==> src/rtl/ptp_tmr_pkg.sv <==
// Package: shared constants and helpers for the rate-trimmed time counter.
// Assumes a 32-bit register bus and a 2-bit reference select.
package ptp_tmr_pkg;
    localparam int SEL_W        = 2;
    localparam int NUM_REF      = 1 << SEL_W;
    localparam int NUM_PULSE    = 2;
    localparam int WORD_W       = 32;
    localparam int IDX_W        = 3;
    localparam int CTRL_RUN_BIT = 0;
    localparam int CTRL_SEL_LSB = 4;

    localparam logic [IDX_W-1:0] REG_CTRL   = 3'd0;
    localparam logic [IDX_W-1:0] REG_RATE   = 3'd1;
    localparam logic [IDX_W-1:0] REG_TICK   = 3'd2;
    localparam logic [IDX_W-1:0] REG_DIV    = 3'd3;
    localparam logic [IDX_W-1:0] REG_TOD_LO = 3'd4;
    localparam logic [IDX_W-1:0] REG_TOD_HI = 3'd5;
    localparam logic [IDX_W-1:0] REG_PER_0  = 3'd6;
    localparam logic [IDX_W-1:0] REG_PER_1  = 3'd7;

    // Reverse the four bytes of a bus word.
    function automatic logic [WORD_W-1:0] swap32(input logic [WORD_W-1:0] w);
        return {w[7:0], w[15:8], w[23:16], w[31:24]};
    endfunction
endpackage

==> src/rtl/ptp_rate_accum.sv <==
// Phase accumulator: adds the rate word on every selected strobe and
// emits a one-cycle tick on each carry out. Assumes run_i low clears phase.
module ptp_rate_accum #(
    parameter int ACC_W = 32
) (
    input  logic             clk,
    input  logic             rst_n,
    input  logic             run_i,
    input  logic             ref_hit_i,
    input  logic [ACC_W-1:0] rate_i,
    output logic             tick_o
);
    logic [ACC_W-1:0] phase_q;

    // Accumulate the rate word and register the carry as the tick.
    always_ff @(posedge clk) begin
        if (!rst_n || !run_i) begin
            phase_q <= '0;
            tick_o  <= 1'b0;
        end else if (ref_hit_i) begin
            {tick_o, phase_q} <= {1'b0, phase_q} + {1'b0, rate_i};
        end else begin
            tick_o <= 1'b0;
        end
    end

    AST_NO_TICK_WHILE_HALTED: assert property (@(posedge clk) disable iff (!rst_n)
        !run_i |=> !tick_o);
    AST_TICK_NEEDS_STROBE: assert property (@(posedge clk) disable iff (!rst_n)
        tick_o |-> $past(ref_hit_i));
endmodule

==> src/rtl/ptp_tod_counter.sv <==
// Time-of-day counter: adds the tick period on each tick, or takes a
// software load. Assumes load wins over a tick in the same cycle.
module ptp_tod_counter #(
    parameter int TOD_W  = 64,
    parameter int STEP_W = 8
) (
    input  logic              clk,
    input  logic              rst_n,
    input  logic              run_i,
    input  logic              tick_i,
    input  logic [STEP_W-1:0] step_i,
    input  logic              load_i,
    input  logic [TOD_W-1:0]  load_val_i,
    output logic [TOD_W-1:0]  tod_o
);
    // Advance, load or clear the time.
    always_ff @(posedge clk) begin
        if (!rst_n || !run_i) begin
            tod_o <= '0;
        end else if (load_i) begin
            tod_o <= load_val_i;
        end else if (tick_i) begin
            tod_o <= tod_o + TOD_W'(step_i);
        end
    end

    AST_TOD_HOLDS_BETWEEN_TICKS: assert property (@(posedge clk) disable iff (!rst_n)
        (run_i && !tick_i && !load_i) |=> $stable(tod_o));
    AST_TOD_ZERO_HALTED: assert property (@(posedge clk) disable iff (!rst_n)
        !run_i |=> (tod_o == '0));
endmodule

==> src/rtl/ptp_out_divider.sv <==
// Output clock divider: counts ticks modulo div_i and drives the output
// high for the last floor(div_i/2) ticks. Assumes div_i >= 2.
module ptp_out_divider #(
    parameter int DIV_W = 16
) (
    input  logic             clk,
    input  logic             rst_n,
    input  logic             run_i,
    input  logic             tick_i,
    input  logic [DIV_W-1:0] div_i,
    output logic             out_o
);
    logic [DIV_W-1:0] pos_q;
    logic [DIV_W-1:0] pos_nxt;
    logic [DIV_W-1:0] high_len;

    // Next position in the divide cycle and the length of the high phase.
    always_comb begin
        high_len = div_i >> 1;
        pos_nxt  = (pos_q == div_i - 1'b1) ? '0 : pos_q + 1'b1;
    end

    // Step the position on each tick and register the output level.
    always_ff @(posedge clk) begin
        if (!rst_n || !run_i) begin
            pos_q <= '0;
            out_o <= 1'b0;
        end else if (tick_i) begin
            pos_q <= pos_nxt;
            out_o <= (pos_nxt >= div_i - high_len);
        end
    end

    AST_OUT_MOVES_ON_TICK: assert property (@(posedge clk) disable iff (!rst_n)
        (out_o != $past(out_o)) |-> ($past(tick_i) || !$past(run_i)));
endmodule

==> src/rtl/ptp_interval_pulse.sv <==
// Interval pulse generator: counts a nanosecond period down by the tick
// period, pulses on expiry for width_i ticks and reloads. Arms one cycle
// after run rises; assumes no tick arrives in that first cycle.
module ptp_interval_pulse #(
    parameter int PER_W  = 32,
    parameter int STEP_W = 8,
    parameter int WID_W  = 16
) (
    input  logic              clk,
    input  logic              rst_n,
    input  logic              run_i,
    input  logic              tick_i,
    input  logic [STEP_W-1:0] step_i,
    input  logic [PER_W-1:0]  period_i,
    input  logic [WID_W-1:0]  width_i,
    output logic              pulse_o
);
    logic [PER_W-1:0] remain_q;
    logic [WID_W-1:0] hold_q;
    logic             armed_q;

    // Count down, reload on expiry and time the pulse width.
    always_ff @(posedge clk) begin
        if (!rst_n || !run_i) begin
            remain_q <= '0;
            hold_q   <= '0;
            armed_q  <= 1'b0;
            pulse_o  <= 1'b0;
        end else if (!armed_q) begin
            remain_q <= period_i;
            armed_q  <= 1'b1;
        end else if (tick_i) begin
            if (remain_q < PER_W'(step_i)) begin
                remain_q <= period_i;
                pulse_o  <= 1'b1;
                hold_q   <= width_i - WID_W'(1);
            end else begin
                remain_q <= remain_q - PER_W'(step_i);
                if (pulse_o) begin
                    if (hold_q == '0) pulse_o <= 1'b0;
                    else              hold_q  <= hold_q - WID_W'(1);
                end
            end
        end
    end

    AST_PULSE_RISES_ON_TICK: assert property (@(posedge clk) disable iff (!rst_n)
        $rose(pulse_o) |-> $past(tick_i));
    AST_PULSE_FALLS_ON_TICK: assert property (@(posedge clk) disable iff (!rst_n)
        ($fell(pulse_o) && $past(run_i)) |-> $past(tick_i));
endmodule

==> src/rtl/ptp_rate_timer.sv <==
// Top: register file, reference select and the timing datapath.
// Registers are word-indexed; the bus byte order is set by BUS_BIG_ENDIAN.
// Read data is registered and valid one cycle after the read request.
module ptp_rate_timer
    import ptp_tmr_pkg::*;
#(
    parameter bit BUS_BIG_ENDIAN = 1'b1,
    parameter int RATE_W         = 32,
    parameter int TOD_W          = 64,
    parameter int TICK_W         = 8,
    parameter int DIV_W          = 16,
    parameter int PER_W          = 32
) (
    input  logic                 clk,
    input  logic                 rst_n,
    input  logic [NUM_REF-1:0]   ref_stb,
    input  logic                 bus_en,
    input  logic                 bus_we,
    input  logic [IDX_W-1:0]     bus_word,
    input  logic [WORD_W-1:0]    bus_wdata,
    output logic [WORD_W-1:0]    bus_rdata,
    output logic [TOD_W-1:0]     tod_ns,
    output logic                 out_clk,
    output logic [NUM_PULSE-1:0] ivl_pulse
);
    localparam int HI_W = TOD_W - WORD_W;

    logic [WORD_W-1:0] wd;
    logic [WORD_W-1:0] rd_q;
    logic              run_q;
    logic [SEL_W-1:0]  sel_q;
    logic [RATE_W-1:0] rate_q;
    logic [TICK_W-1:0] tick_ns_q;
    logic [DIV_W-1:0]  div_q;
    logic [DIV_W-1:0]  div_eff;
    logic [PER_W-1:0]  per_q [NUM_PULSE];
    logic [HI_W-1:0]   hi_stage_q;
    logic [HI_W-1:0]   hi_shadow_q;
    logic              ref_hit;
    logic              tick;
    logic              tod_load;
    logic              wr_en;
    logic              rd_en;

    // Byte-order adaptation between the bus and the register file.
    generate
        if (BUS_BIG_ENDIAN) begin : g_big
            assign wd        = swap32(bus_wdata);
            assign bus_rdata = swap32(rd_q);
        end else begin : g_little
            assign wd        = bus_wdata;
            assign bus_rdata = rd_q;
        end
    endgenerate

    // Decode of the access, the selected source and the divide floor.
    always_comb begin
        wr_en    = bus_en && bus_we;
        rd_en    = bus_en && !bus_we;
        ref_hit  = ref_stb[sel_q];
        tod_load = wr_en && (bus_word == REG_TOD_LO) && run_q;
        div_eff  = (div_q < DIV_W'(2)) ? DIV_W'(2) : div_q;
    end

    // Register writes.
    always_ff @(posedge clk) begin
        if (!rst_n) begin
            run_q      <= 1'b0;
            sel_q      <= '0;
            rate_q     <= '0;
            tick_ns_q  <= '0;
            div_q      <= '0;
            hi_stage_q <= '0;
            for (int i = 0; i < NUM_PULSE; i++) per_q[i] <= '0;
        end else if (wr_en) begin
            case (bus_word)
                REG_CTRL: begin
                    run_q <= wd[CTRL_RUN_BIT];
                    sel_q <= wd[CTRL_SEL_LSB +: SEL_W];
                end
                REG_RATE:   rate_q     <= wd[RATE_W-1:0];
                REG_TICK:   tick_ns_q  <= wd[TICK_W-1:0];
                REG_DIV:    div_q      <= wd[DIV_W-1:0];
                REG_TOD_HI: hi_stage_q <= wd[HI_W-1:0];
                REG_PER_0:  per_q[0]   <= wd[PER_W-1:0];
                REG_PER_1:  per_q[1]   <= wd[PER_W-1:0];
                default: ;
            endcase
        end
    end

    // Register reads; a low-time read captures the matching high half.
    always_ff @(posedge clk) begin
        if (!rst_n) begin
            rd_q        <= '0;
            hi_shadow_q <= '0;
        end else if (rd_en) begin
            case (bus_word)
                REG_CTRL:   rd_q <= WORD_W'({sel_q, {(CTRL_SEL_LSB-1){1'b0}}, run_q});
                REG_RATE:   rd_q <= WORD_W'(rate_q);
                REG_TICK:   rd_q <= WORD_W'(tick_ns_q);
                REG_DIV:    rd_q <= WORD_W'(div_q);
                REG_TOD_LO: begin
                    rd_q        <= tod_ns[WORD_W-1:0];
                    hi_shadow_q <= tod_ns[TOD_W-1:WORD_W];
                end
                REG_TOD_HI: rd_q <= WORD_W'(hi_shadow_q);
                REG_PER_0:  rd_q <= WORD_W'(per_q[0]);
                default:    rd_q <= WORD_W'(per_q[1]);
            endcase
        end
    end

    ptp_rate_accum #(.ACC_W(RATE_W)) u_accum (
        .clk       (clk),
        .rst_n     (rst_n),
        .run_i     (run_q),
        .ref_hit_i (ref_hit),
        .rate_i    (rate_q),
        .tick_o    (tick)
    );

    ptp_tod_counter #(.TOD_W(TOD_W), .STEP_W(TICK_W)) u_tod (
        .clk        (clk),
        .rst_n      (rst_n),
        .run_i      (run_q),
        .tick_i     (tick),
        .step_i     (tick_ns_q),
        .load_i     (tod_load),
        .load_val_i ({hi_stage_q, wd}),
        .tod_o      (tod_ns)
    );

    ptp_out_divider #(.DIV_W(DIV_W)) u_div (
        .clk    (clk),
        .rst_n  (rst_n),
        .run_i  (run_q),
        .tick_i (tick),
        .div_i  (div_eff),
        .out_o  (out_clk)
    );

    generate
        for (genvar g = 0; g < NUM_PULSE; g++) begin : g_pulse
            ptp_interval_pulse #(.PER_W(PER_W), .STEP_W(TICK_W), .WID_W(DIV_W)) u_pg (
                .clk      (clk),
                .rst_n    (rst_n),
                .run_i    (run_q),
                .tick_i   (tick),
                .step_i   (tick_ns_q),
                .period_i (per_q[g]),
                .width_i  (div_eff),
                .pulse_o  (ivl_pulse[g])
            );
        end
    endgenerate

    AST_LOAD_ONLY_RUNNING: assert property (@(posedge clk) disable iff (!rst_n)
        (!run_q && wr_en && bus_word == REG_TOD_LO) |=> (tod_ns == '0));
endmodule

==> config.mk <==
export PLATFORM = sky130hd
export DESIGN_NAME = ptp_rate_timer
export DESIGN_NICKNAME = d
export VERILOG_FILES = /design/src/rtl/ptp_tmr_pkg.sv /design/src/rtl/ptp_rate_accum.sv /design/src/rtl/ptp_tod_counter.sv /design/src/rtl/ptp_out_divider.sv /design/src/rtl/ptp_interval_pulse.sv /design/src/rtl/ptp_rate_timer.sv
export SDC_FILE = /design/constraint.sdc
export NUM_CORES = 1
export LEC_CHECK = 0
export ABC_CLOCK_PERIOD_IN_PS = 6700
export BUFFER_PORTS_ARGS = -buffer_cell sky130_fd_sc_hd__clkbuf_2
export CELL_PAD_IN_SITES_DETAIL_PLACEMENT = 0
export CELL_PAD_IN_SITES_GLOBAL_PLACEMENT = 1
export CORE_MARGIN = 2
export CORE_UTILIZATION = 47
export DETAILED_ROUTE_END_ITERATION = 16
export PLACE_DENSITY_LB_ADDON = 0.1
export REMOVE_ABC_BUFFERS = 1
export SYNTH_ARGS = -nofsm -noshare
export SYNTH_HDL_FRONTEND = slang
export SYNTH_SLANG_ARGS = --single-unit
==> constraint.sdc <==
create_clock -name clk -period 6.7 [get_ports clk]
set_clock_uncertainty 0.05 [all_clocks]
set_input_delay 0.335 -clock clk [delete_from_list [all_inputs] [get_ports clk]]
set_output_delay 0.335 -clock clk [all_outputs]
set_load 0.02 [all_outputs]
==> metrics.cfg <==
[route]
drc=0
wirelength_um=85700
via_count=22500
via_per_inst=6.03
ant_nets=0
drtIter0Drc=1938
dr.pass1.iters=5
wire_per_inst_um=23.0

[critical_path]
required_ns=7.08
arrival_ns=6.28
cpPeakStageDelay_ns=0.54
critPathMaxFanout=30
critPathLaunchType=register
r2r_slack_ns=0.81
worstPathCellList=nor4_1 -> nand4_1 -> nand2b_1 -> inv_1 -> ha_1 -> xnor2_1 -> xnor2_1 -> a2111oi_0 -> o311ai_0 -> nor3_1 -> nand4_1 -> nor4_2 -> buf_4 -> nor2b_1 -> ha_1 -> a21o_1 -> a21o_1 -> a21o_1 -> a21o_1 -> a21o_1 -> a21oi_1 -> o211ai_1 -> o2111ai_1 -> a21oi_1
rr_worst_depth=24
rr_endpoint=u_div.out_o
cp_slowest_cell=nor4_1
reg2reg_from=div_q[11]
crit_top_cell=a21o_1
path_class=register to register
crit_path_end_kind=register

[power_and_ir_drop]
p_per_area_nw_per_um2=218
p_total_mw=5.97
p_leak_nw=10.1
ir_drop_v=0.000214

[floorplan]
die-area_um2=53800
placeableCoreArea_um2=51400
row_count=83
num_io_pins=142
initial_utilization_pct=47.6
die_width_um=232
die_height_um=232

[hold_path]
hp-class=input port to register
hold_end=hi_stage_q[19]
min_path_cells=3
hold_start=bus_wdata[11]

[placement]
postPlaceCellArea_um2=25700
dp_cells=3620
dp_hpwl_um=62400
io_buffers=141
gp_congestion=0.941

[clocking]
clkTransAtPathRegs_ns=0.06
clock-root-buffer=clkbuf_16
cts_setup_buffers=0
clock-sinks=432
cts_buffers=49
cts_tree=done
holdBufCountCts=15
cts_resized=0
insertion_delay_ns=0.62
cts_buffer_depth=3
cts_max_level=2

[logic_synthesis]
ys_seq_area_share_pct=38.0
syn-mean-instance-area_um2=8.28
syn_area_um2=24400
syn_inst=2952
synthArstFlopShare_pct=0
ys.flop_type=dfxtp_1
synth_edf_count=64
ys_ff_latch=432
synth_cell_types=84
synth_warnings=0

[global_route]
grt_pass1_wl_um=129000
grt_pass1_vias=21100
grt_max_degree=99
gr-usage-all-layers_pct=31.4
antenna_found_initial=3
grt_overflow_total=0

[sta]
final-hold-violation-count=0
finalSetupTns_ns=0
slew_violations=0
worstMarginPinSlew_ns=1.11
min_period_over_period_pct=87.9
finalSetupViolCount=0
max_freq_mhz=170
rsz0062_at_grt=no
layout_min_cycle_time_ns=5.89
slew_headroom_pct=25.8
hold_slack_ns=0.0502

[layout]
diodes=0
drive_gt1_share_pct=11.1
syn2layout_area_growth_pct=12.0
nets=3161
fin_area_um2=27400
layout.cells.non_filler=3726

[run_status]
status=finished clean

[run]
max_cap_violations=0

-- flip-flops by register name (all words and copies together) (netlist names) --
register	cells
g_pulse.u_pg.pulse_o	2
run_q	1
u_accum.phase_q	32
rate_q	32
u_div.pos_q	16
tick_ns_q	8
u_accum.tick_o	1
g_pulse.u_pg.hold_q	32
div_q	16
g_pulse.u_pg.armed_q	1
u_div.out_o	1
hi_shadow_q	32
hi_stage_q	32
u_tod.tod_o	64
rd_q	32
per_q	64
sel_q	2
g_pulse.u_pg.remain_q	64
-- layout by cell type, fill, tap and decap left out, types with 36 or more instances in the layout --
| cell | instances |
|---|---|
| nand2_1 | 426 |
| xor2_1 | 55 |
| o21ai_0 | 193 |
| clkbuf_2 | 139 |
| or3_1 | 37 |
| clkbuf_16 | 49 |
| a211oi_1 | 63 |
| and2_1 | 36 |
| nor2_1 | 230 |
| buf_4 | 44 |
| nor3_1 | 76 |
| edfxtp_1 | 64 |
| a21oi_1 | 187 |
| dfxtp_1 | 367 |
| a21boi_0 | 134 |
| xnor2_1 | 80 |
| nand3_1 | 77 |
| inv_1 | 78 |
| and3_1 | 37 |
| ha_1 | 107 |
-- power by group --
part	internal [mW]	switching, mW	total [mW]
clock	1.51	1.16	2.68
combinational	0.201	0.366	0.567
sequential	2.67	0.0514	2.72
total	4.39	1.58	5.97
-- critical path, delay by kind of cell (launching register included) --
family,cells,cell delay [ns]
flip-flops,1,0.39
AND/OR/NAND/NOR,7,1.98
adder cells (fa/ha/maj),2,0.54
buffers and inverters,2,0.50
XOR/XNOR,2,0.43
AO/OA/AOI/OAI,11,1.82
-- synth_stat cells, types with 14 or more instances --
library cell / instances / share of area (%)
nand2_1: 428 / 6.6
dfxtp_1: 368 / 30
nor2_1: 231 / 3.5
o21ai_0: 195 / 4.0
a21oi_1: 187 / 3.8
clkbuf_1: 158 / 2.4
a21boi_0: 134 / 4.1
ha_1: 107 / 5.5
xnor2_1: 80 / 2.9
inv_1: 79 / 1.2
nor3_1: 78 / 1.6
nand3_1: 77 / 1.6
edfxtp_1: 64 / 7.9
a211oi_1: 63 / 1.9
xor2_1: 55 / 2.0
and3_1: 37 / 0.95
or3_1: 37 / 0.95
and2_1: 36 / 0.92
nor2b_1: 35 / 0.90
mux2i_1: 33 / 1.4
nor3b_1: 32 / 0.98
a21o_1: 30 / 0.92
a31oi_1: 29 / 0.74
nand4_1: 29 / 0.74
a221oi_1: 23 / 0.82
nand2b_1: 22 / 0.56
o211ai_1: 20 / 0.61
buf_1: 18 / 0.28
nor4_1: 18 / 0.46
mux4_2: 17 / 1.6
nand3b_1: 16 / 0.49
mux2_2: 15 / 0.69
o221ai_1: 14 / 0.50
-- metal layers --
layer	GRT usage (%)	vias to the layer above	part of all wire (%)
met5	0	-	0.015
met4	11.8	2	3.6
met3	5.44	152	7.4
met2	50.7	807	46
met1	42.0	10800	43
li1	-	10700	-
-- layout make-up --
class	count	area [um2]
fillers	4926	24000
multi-input cells	2244	14200
flip-flops and latches	432	9290
clock buffers	65	1370
repair buffers	199	1200
well taps	680	851
inverters	80	300
clock inverters	26	201
-- stage by stage --
step / worst slack [ns] / utilization, %
detailed placement: 0.876 / 49.9
finish: 0.809 / 53.2
floorplan: -0.293 / -
global route: 0.401 / 53.2
global placement: 0.997 / 49.9
CTS: 0.850 / 53.2
-- how the worst max path moves through the flow --
stage,startpoint,endpoint
CTS,div_q[11],u_div.out_o
detailed placement,div_q[11],u_div.out_o
global route,div_q[14],u_div.out_o
finish,div_q[11],u_div.out_o
floorplan,div_q[14],u_div.out_o
global placement,div_q[11],u_div.out_o
-- cells by family after synthesis --
logic type | count (synthesis) | synth area share, %
and+or+nand+nor | 1122 | 21.9
AOI/OAI and AO/OA | 810 | 21.4
DFF | 432 | 38.0
buffers and inverters | 276 | 4.44
xor gates and xnor gates | 135 | 4.84
adders and majority gates | 112 | 5.89
muxes | 65 | 3.61
No activity file was read; power rests on OpenSTA's default activity.
